## config.mk

```make
export PLATFORM = sky130hd
export DESIGN_NAME = lfsr_inv_sbox
export DESIGN_NICKNAME = d
export VERILOG_FILES = /design/src/rtl/sbx_pkg.sv /design/src/rtl/sbx_lfsr.sv /design/src/rtl/sbx_map_in.sv /design/src/rtl/sbx_map_out.sv /design/src/rtl/lfsr_inv_sbox.sv
export SDC_FILE = /design/constraint.sdc
export NUM_CORES = 1
export LEC_CHECK = 0
export ABC_AREA = 0
export BUFFER_PORTS_ARGS = -buffer_cell sky130_fd_sc_hd__buf_4
export CAP_MARGIN = 0
export CORE_AREA = 5 5 57 96
export DETAILED_ROUTE_END_ITERATION = 7
export DIE_AREA = 0 0 62 101
export PLACE_DENSITY_LB_ADDON = 0.25
export SKIP_LAST_GASP = 1
export SLEW_MARGIN = 25
export SYNTH_ARGS = -nofsm -noshare
export SYNTH_HDL_FRONTEND = slang
export SYNTH_SLANG_ARGS = --single-unit
```

## constraint.sdc

```tcl
create_clock -name clk -period 1.9 [get_ports clk]
set_input_delay 0.285 -clock clk [delete_from_list [all_inputs] [get_ports clk]]
set_output_delay 0.285 -clock clk [all_outputs]
set_load 0.005 [all_outputs]
```

## src/rtl/sbx_pkg.sv

```systemverilog
package sbx_pkg;
   localparam int BYTE_W = 8;

   typedef enum logic {STEP_UP, STEP_DOWN} dir_e;

   // multiply in GF(2^8) reduced by x^8 + red
   function automatic logic [BYTE_W-1:0] gf_mul(input logic [BYTE_W-1:0] a,
                                                input logic [BYTE_W-1:0] b,
                                                input logic [BYTE_W-1:0] red);
      logic [BYTE_W-1:0] acc;
      logic [BYTE_W-1:0] sh;
      acc = '0;
      sh  = a;
      for (int k = 0; k < BYTE_W; k++) begin
         if (b[k]) acc = acc ^ sh;
         sh = sh[BYTE_W-1] ? ((sh << 1) ^ red) : (sh << 1);
      end
      return acc;
   endfunction

   // first element of the dst field that is a root of x^8 + src_red
   function automatic logic [BYTE_W-1:0] find_root(input logic [BYTE_W-1:0] src_red,
                                                   input logic [BYTE_W-1:0] dst_red);
      logic [BYTE_W-1:0] res;
      logic [BYTE_W-1:0] pw;
      logic [BYTE_W-1:0] acc;
      res = '0;
      for (int c = 2; c < 256; c++) begin
         pw  = 8'h01;
         acc = '0;
         for (int j = 0; j < BYTE_W; j++) begin
            if (src_red[j]) acc = acc ^ pw;
            pw = gf_mul(pw, BYTE_W'(c), dst_red);
         end
         acc = acc ^ pw;
         if (acc == '0 && res == '0) res = BYTE_W'(c);
      end
      return res;
   endfunction

   // linear map whose column j is root^j
   function automatic logic [BYTE_W*BYTE_W-1:0] basis_matrix(input logic [BYTE_W-1:0] root,
                                                             input logic [BYTE_W-1:0] dst_red);
      logic [BYTE_W*BYTE_W-1:0] m;
      logic [BYTE_W-1:0]        pw;
      pw = 8'h01;
      m  = '0;
      for (int j = 0; j < BYTE_W; j++) begin
         m[j*BYTE_W +: BYTE_W] = pw;
         pw = gf_mul(pw, root, dst_red);
      end
      return m;
   endfunction

   function automatic logic [BYTE_W-1:0] mat_apply(input logic [BYTE_W*BYTE_W-1:0] m,
                                                   input logic [BYTE_W-1:0] v);
      logic [BYTE_W-1:0] r;
      r = '0;
      for (int j = 0; j < BYTE_W; j++)
         if (v[j]) r = r ^ m[j*BYTE_W +: BYTE_W];
      return r;
   endfunction

   // invert a bijective map by locating each unit vector's preimage
   function automatic logic [BYTE_W*BYTE_W-1:0] invert_matrix(input logic [BYTE_W*BYTE_W-1:0] m);
      logic [BYTE_W*BYTE_W-1:0] r;
      r = '0;
      for (int j = 0; j < BYTE_W; j++)
         for (int a = 1; a < 256; a++)
            if (mat_apply(m, BYTE_W'(a)) == (BYTE_W'(1) << j))
               r[j*BYTE_W +: BYTE_W] = BYTE_W'(a);
      return r;
   endfunction
endpackage

```

## src/rtl/sbx_lfsr.sv

```systemverilog
module sbx_lfsr
   import sbx_pkg::*;
#(
   parameter logic [BYTE_W-1:0] POLY = 8'h1D,
   parameter dir_e              DIR  = STEP_UP
) (
   input  logic              clk,
   input  logic              rst_n,
   input  logic              load,
   input  logic              step,
   output logic [BYTE_W-1:0] state
);
   localparam logic [BYTE_W-1:0] SEED = 8'h01;

   logic [BYTE_W-1:0] nxt;

   generate
      if (DIR == STEP_UP) begin : g_up
         // multiply by x
         always_comb nxt = state[BYTE_W-1] ? ((state << 1) ^ POLY) : (state << 1);
      end else begin : g_down
         // multiply by x^-1
         always_comb nxt = state[0] ? (((state ^ POLY) >> 1) | {1'b1, {(BYTE_W-1){1'b0}}})
                                    : (state >> 1);
      end
   endgenerate

   always_ff @(posedge clk or negedge rst_n) begin
      if (!rst_n)     state <= SEED;
      else if (load)  state <= SEED;
      else if (step)  state <= nxt;
   end


   lfsr_nonzero_chk: assert property (@(posedge clk) disable iff (!rst_n) state != '0);
endmodule

```

## src/rtl/sbx_map_in.sv

```systemverilog
module sbx_map_in
   import sbx_pkg::*;
#(
   parameter logic [BYTE_W*BYTE_W-1:0] MAT = '0
) (
   input  logic [BYTE_W-1:0] a,
   output logic [BYTE_W-1:0] b
);
   always_comb b = mat_apply(MAT, a);
endmodule

```

## src/rtl/sbx_map_out.sv

```systemverilog
module sbx_map_out
   import sbx_pkg::*;
#(
   parameter logic [BYTE_W*BYTE_W-1:0] MAT     = '0,
   parameter logic [BYTE_W-1:0]        AFF_C   = 8'h63,
   parameter int                       AFF_ROT = 4
) (
   input  logic [BYTE_W-1:0] inv,
   output logic [BYTE_W-1:0] sub
);
   logic [BYTE_W-1:0] back;
   logic [BYTE_W-1:0] rot [AFF_ROT+1];

   always_comb back = mat_apply(MAT, inv);
   assign rot[0] = back;

   genvar k;
   generate
      for (k = 1; k <= AFF_ROT; k++) begin : g_rot
         assign rot[k] = {rot[k-1][BYTE_W-2:0], rot[k-1][BYTE_W-1]};
      end
   endgenerate

   always_comb begin
      sub = AFF_C;
      for (int k2 = 0; k2 <= AFF_ROT; k2++) sub = sub ^ rot[k2];
   end
endmodule

```

## src/rtl/lfsr_inv_sbox.sv

```systemverilog
module lfsr_inv_sbox
   import sbx_pkg::*;
#(
   parameter logic [BYTE_W-1:0] AES_RED  = 8'h1B,
   parameter logic [BYTE_W-1:0] LFSR_RED = 8'h1D,
   parameter logic [BYTE_W-1:0] AFF_C    = 8'h63
) (
   input  logic              clk,
   input  logic              rst_n,
   input  logic              start_i,
   input  logic [BYTE_W-1:0] din_i,
   output logic              done_o,
   output logic [BYTE_W-1:0] dout_o
);
   localparam int MAX_STEPS = ((1 << BYTE_W) - 1) / 2;
   localparam int STEP_W    = $clog2(MAX_STEPS + 1) + 1;
   localparam logic [BYTE_W-1:0]        ROOT    = find_root(AES_RED, LFSR_RED);
   localparam logic [BYTE_W*BYTE_W-1:0] MAT_IN  = basis_matrix(ROOT, LFSR_RED);
   localparam logic [BYTE_W*BYTE_W-1:0] MAT_OUT = invert_matrix(MAT_IN);

   generate
      if (ROOT == '0) begin : g_bad_poly
         $error("lfsr_inv_sbox: AES_RED has no root in the LFSR field");
      end
      if (BYTE_W != 8) begin : g_bad_width
         $error("lfsr_inv_sbox: byte width must be 8");
      end
   endgenerate

   logic              busy_q, zero_q, done_q;
   logic [BYTE_W-1:0] tgt_q, dout_q, mapped, fwd, bwd, inv_sel, sub;
   logic [STEP_W-1:0] cnt_q;
   logic              accept, hit_f, hit_b, hit;

   assign accept = start_i && !busy_q;
   assign hit_f  = (tgt_q == fwd);
   assign hit_b  = (tgt_q == bwd);
   assign hit    = zero_q || hit_f || hit_b;
   assign inv_sel = zero_q ? '0 : (hit_f ? bwd : fwd);

   sbx_map_in #(.MAT(MAT_IN)) u_map_in (.a(din_i), .b(mapped));

   sbx_lfsr #(.POLY(LFSR_RED), .DIR(STEP_UP)) u_fwd (
      .clk(clk), .rst_n(rst_n), .load(accept), .step(busy_q && !hit), .state(fwd));

   sbx_lfsr #(.POLY(LFSR_RED), .DIR(STEP_DOWN)) u_bwd (
      .clk(clk), .rst_n(rst_n), .load(accept), .step(busy_q && !hit), .state(bwd));

   sbx_map_out #(.MAT(MAT_OUT), .AFF_C(AFF_C)) u_map_out (.inv(inv_sel), .sub(sub));

   always_ff @(posedge clk or negedge rst_n) begin
      if (!rst_n) begin
         busy_q <= 1'b0;
         zero_q <= 1'b0;
         done_q <= 1'b0;
         tgt_q  <= '0;
         dout_q <= '0;
         cnt_q  <= '0;
      end else begin
         done_q <= 1'b0;
         if (accept) begin
            busy_q <= 1'b1;
            zero_q <= (din_i == '0);
            tgt_q  <= mapped;
            cnt_q  <= '0;
         end else if (busy_q) begin
            if (hit) begin
               busy_q <= 1'b0;
               done_q <= 1'b1;
               dout_q <= sub;
            end else begin
               cnt_q <= cnt_q + 1'b1;
            end
         end
      end
   end

   assign done_o = done_q;
   assign dout_o = dout_q;


   step_bound_chk: assert property (@(posedge clk) disable iff (!rst_n)
      busy_q |-> cnt_q <= STEP_W'(MAX_STEPS));

   done_pulse_chk: assert property (@(posedge clk) disable iff (!rst_n)
      done_o |=> !done_o);

   busy_hold_chk: assert property (@(posedge clk) disable iff (!rst_n)
      (busy_q && start_i) |=> $stable(tgt_q) && (busy_q || done_o));

   zero_fast_chk: assert property (@(posedge clk) disable iff (!rst_n)
      (accept && din_i == '0) |=> ##1 (done_o && dout_o == 8'h63));

   one_fast_chk: assert property (@(posedge clk) disable iff (!rst_n)
      (accept && din_i == 8'h01) |=> ##1 (done_o && dout_o == 8'h7C));
endmodule

```

==> flow_summary_export.csv <==
group,metric,value,unit
floorplan,chipHeight,101,microns
grt,grt_max_degree,36,
yosys,synth_edf_count,0,
placement,dp_hpwl,3780,microns
cells_and_area,final_nets,277,
yosys,ys_seq_area_share,37.0,%
grt,grt_pass1_vias,1708,
power,p_leak,1.32,nW
critical_path,worst-setup-path-type,"reg -> reg",
clocking,cts_tree,"yes",
power,p_sw_share,41.6,%
critical_path,slowest_stage,"dfrtp_1",
sta,rsz0062_at_grt,"true",
critical_path,cp.required,2.11,ns
cells_and_area,fillers,398,
critical_path,worstPathArrival,2.02,ns
sta,setup_viol,0,
yosys,ys_ff_latch,35,
yosys,synth-async-reset-ratio,100,%
cells_and_area,diodes,0,
grt,gr-usage-all-layers,17.7,%
critical_path,crit_fanout,9,
yosys,synth_cell_types,34,
route,drc,0,
cells_and_area,area_delta_synth_final,18.0,%
route,dr.pass1.iters,4,
power,switching_power,2.51,mW
route,vias,1606,
route,wl_per_cell,15.3,microns
placement,port-buffer-count,19,
sta,clock_skew,0.00560,ns
cells_and_area,postLayoutCoreUtil,60.6,%
run,drv_cap,0,
route,totalWireLength,4810,microns
grt,antenna_found_initial,0,
yosys,synth_nets,239,
floorplan,die_w,62,microns
cells_and_area,multi_input_area,0.00131,sq mm
clocking,clkSinkCount,35,
sta,post-route-min-period,1.81,ns
yosys,yosys_warnings,0,
cells_and_area,drive_gt1_share,28.2,%
sta,setup_tns,0,ns
clocking,cts_made_buffers,5,
route,ant_nets,0,
critical_path,rrSetupSlack,0.09,ns
yosys,synthTopCellsByArea,"dfrtp_1 35%, xnor2_1 15%, xor2_1 8.5%, mux2i_1 8.4%, nand2_1 3.6%",
sta,hold_viol,0,
clocking,path_clk_slew,0.06,ns
grt,grt_pass1_wl,8020,microns
worst_hold_path,hold_path.startpoint,"din_i[3]",
clocking,clock_latency,0.28,ns
cells_and_area,regArea,878,sq um
critical_path,crit_path_start_kind,"flop",
clocking,clockRootBuffer,"clkbuf_8",
sta,min_period_over_period,95.3,%
yosys,yosysMostFrequentCell,"xnor2_1",
yosys,syn_area_per_cell,10.6,sq um
floorplan,pin_count,20,
yosys,yosysTopAreaCell,"dfrtp_1",
critical_path,critPathLaunch,"tgt_q[3]",
worst_hold_path,hold_class,"in -> reg",
floorplan,die_area,0.00626,sq mm
sta,maxSlewHeadroom,60.6,%
floorplan,design.core.area,0.00462,sq mm
clocking,clockBufferDepth,2,
critical_path,rr_startpoint,"tgt_q[3]",
yosys,synth_top_area_share,34.8,%
yosys,netlist_top_cells_count,"40 x xnor2_1, 33 x dfrtp_1, 23 x nand2_1, 23 x xor2_1, 20 x mux2i_1",
critical_path,worstPathCellList,"xor2_1, nor4_2, and2_1, buf_12, mux2_2, a2bb2oi_2",
yosys,synth_ff_type,"dfrtp_1",
sta,slew_violations,0,
sta,worstMarginPinSlew,0.591,ns
power,clockPowerShare,8.9,%
placement,gp_congestion,0.856,
status,status,"finished clean",
power,p_int,3.52,mW
power,powerDensity,2150,mW/mm^2
clocking,h-tree-depth,2,
route,viasPerCell,5.11,
yosys,syn_area,0.00237,sq mm
power,p_comb_share,66.6,%
floorplan,start_util,51.3,%
yosys,postSynthCellCount,224,
power,seqPwrFrac,24.4,%
grt,grt_overflow,0,
critical_path,cp-end-kind,"flop",
route,drt_iter0_drc,32,
power,vdd_drop_max,1120,uV
sta,max_freq,552,MHz
floorplan,num_rows,33,
sta,hold_slack,0.310,ns
critical_path,slowest_delay,0.43,ns
==> registers in the layout (all words and copies together) (netlist names) <==
name,cells
u_bwd.state,8
dout_o,8
busy_q,1
zero_q,1
tgt_q,8
done_o,1
u_fwd.state,8
==> logic make-up after synthesis <==
group	after synthesis	synth area share, %
xor gates and xnor gates	66	25.8
muxes	22	9.38
AOI/OAI and AO/OA	23	8.43
adders and majority gates	4	2.11
DFF	35	37.0
buffers and inverters	35	7.91
and+or+nand+nor	39	9.33
==> power groups by stage <==
| stage | Combinational [mW] | Clock (mW) | Sequential (mW) |
|---|---|---|---|
| finish | 4.02 | 0.539 | 1.47 |
| global route | 4.40 | 0.586 | 1.52 |
| CTS | 3.96 | 0.562 | 1.48 |
| detailed placement | 3.95 | 0 | 1.49 |
| global placement | 3.89 | 0 | 1.48 |
| floorplan | 3.01 | 0 | 1.34 |
==> path summary, 6_finish.rpt <==
kind | end | cells past startpoint
worst max-delay path | dout_o[5] | 6
max in group asynchronous | u_bwd.state[0] | 2
min in group asynchronous | u_fwd.state[1] | 2
worst min register to register | dout_o[2] | 1
worst max register to register | dout_o[5] | 6
worst min-delay path | tgt_q[3] | 3
==> critical path, delay by kind of cell, from the launching register on <==
| kind | cells | cell delay (ns) |
|---|---|---|
| and+or+nand+nor | 2 | 0.54 |
| DFF | 1 | 0.43 |
| muxes | 1 | 0.34 |
| xor gates and xnor gates | 1 | 0.17 |
| buffers and inverters | 1 | 0.14 |
| AOI/OAI and AO/OA | 1 | 0.11 |
==> layout by cell type (no fill, tap or decap) <==
cell type and n:
buf_4 46, xnor2_1 40, dfrtp_1 33, xor2_1 23
nand2_1 23, mux2i_1 20, inv_1 16, o21ai_0 8
clkbuf_8 6, nor4_2 4, a22o_1 4, a2bb2oi_2 4
ha_1 4, nand2b_1 2, nand2_2 2, and2_1 2
nor4_1 2, a31oi_1 2, a21oi_1 2, mux2_2 2
xnor3_1 2, buf_12 2, dfstp_2 2, nor2b_1 1
nand3_4 1, o31ai_4 1, inv_4 1, o21ai_1 1
nand4_1 1, a21oi_4 1, xor2_2 1, nand3_1 1
clkinv_2 1, dlygate4sd3_1 1
==> through the flow <==
step | power (mW) | setup slack [ns] | cells | instance area [sq um]
6_report | 6.03 | 0.0886 | 314 | 2800
5_1_grt | 6.50 | -0.00728 | 314 | 2800
4_1_cts | 6.00 | 0.0505 | 309 | 2750
3_5_place_dp | 5.44 | 0.0571 | 301 | 2650
3_3_place_gp | 5.37 | 0.117 | 301 | 2650
2_1_floorplan | 4.35 | 0.0796 | 224 | 2370
==> layer usage <==
| metal | share of wire (%) | vias up | GRT usage, % |
|---|---|---|---|
| met4 | 3.7 | 0 | 9.31 |
| li1 | - | 798 | - |
| met3 | 3.6 | 12 | 3.21 |
| met5 | 0 | - | 0 |
| met2 | 57 | 39 | 31.5 |
| met1 | 36 | 757 | 18.4 |
==> cell type report <==
cell class	count	share of cell area, %
inverter	17	2.37
tap	52	2.32
multi-input combinational	154	46.7
clock buffer	6	2.95
clock inverter	1	0.179
timing repair buffer	49	14.1
sequential	35	31.4
==> what timing repair did <==
| action | CTS | global route |
|---|---|---|
| endpoints found under the setup margin | 0 | 11 |
| gates resized for setup | 0 | 0 |
| setup buffers | 0 | 5 |
| hold buffers | 1 | 0 |
| endpoints found under the hold margin | 33 | 0 |
(Power assumes the default switching activity.)
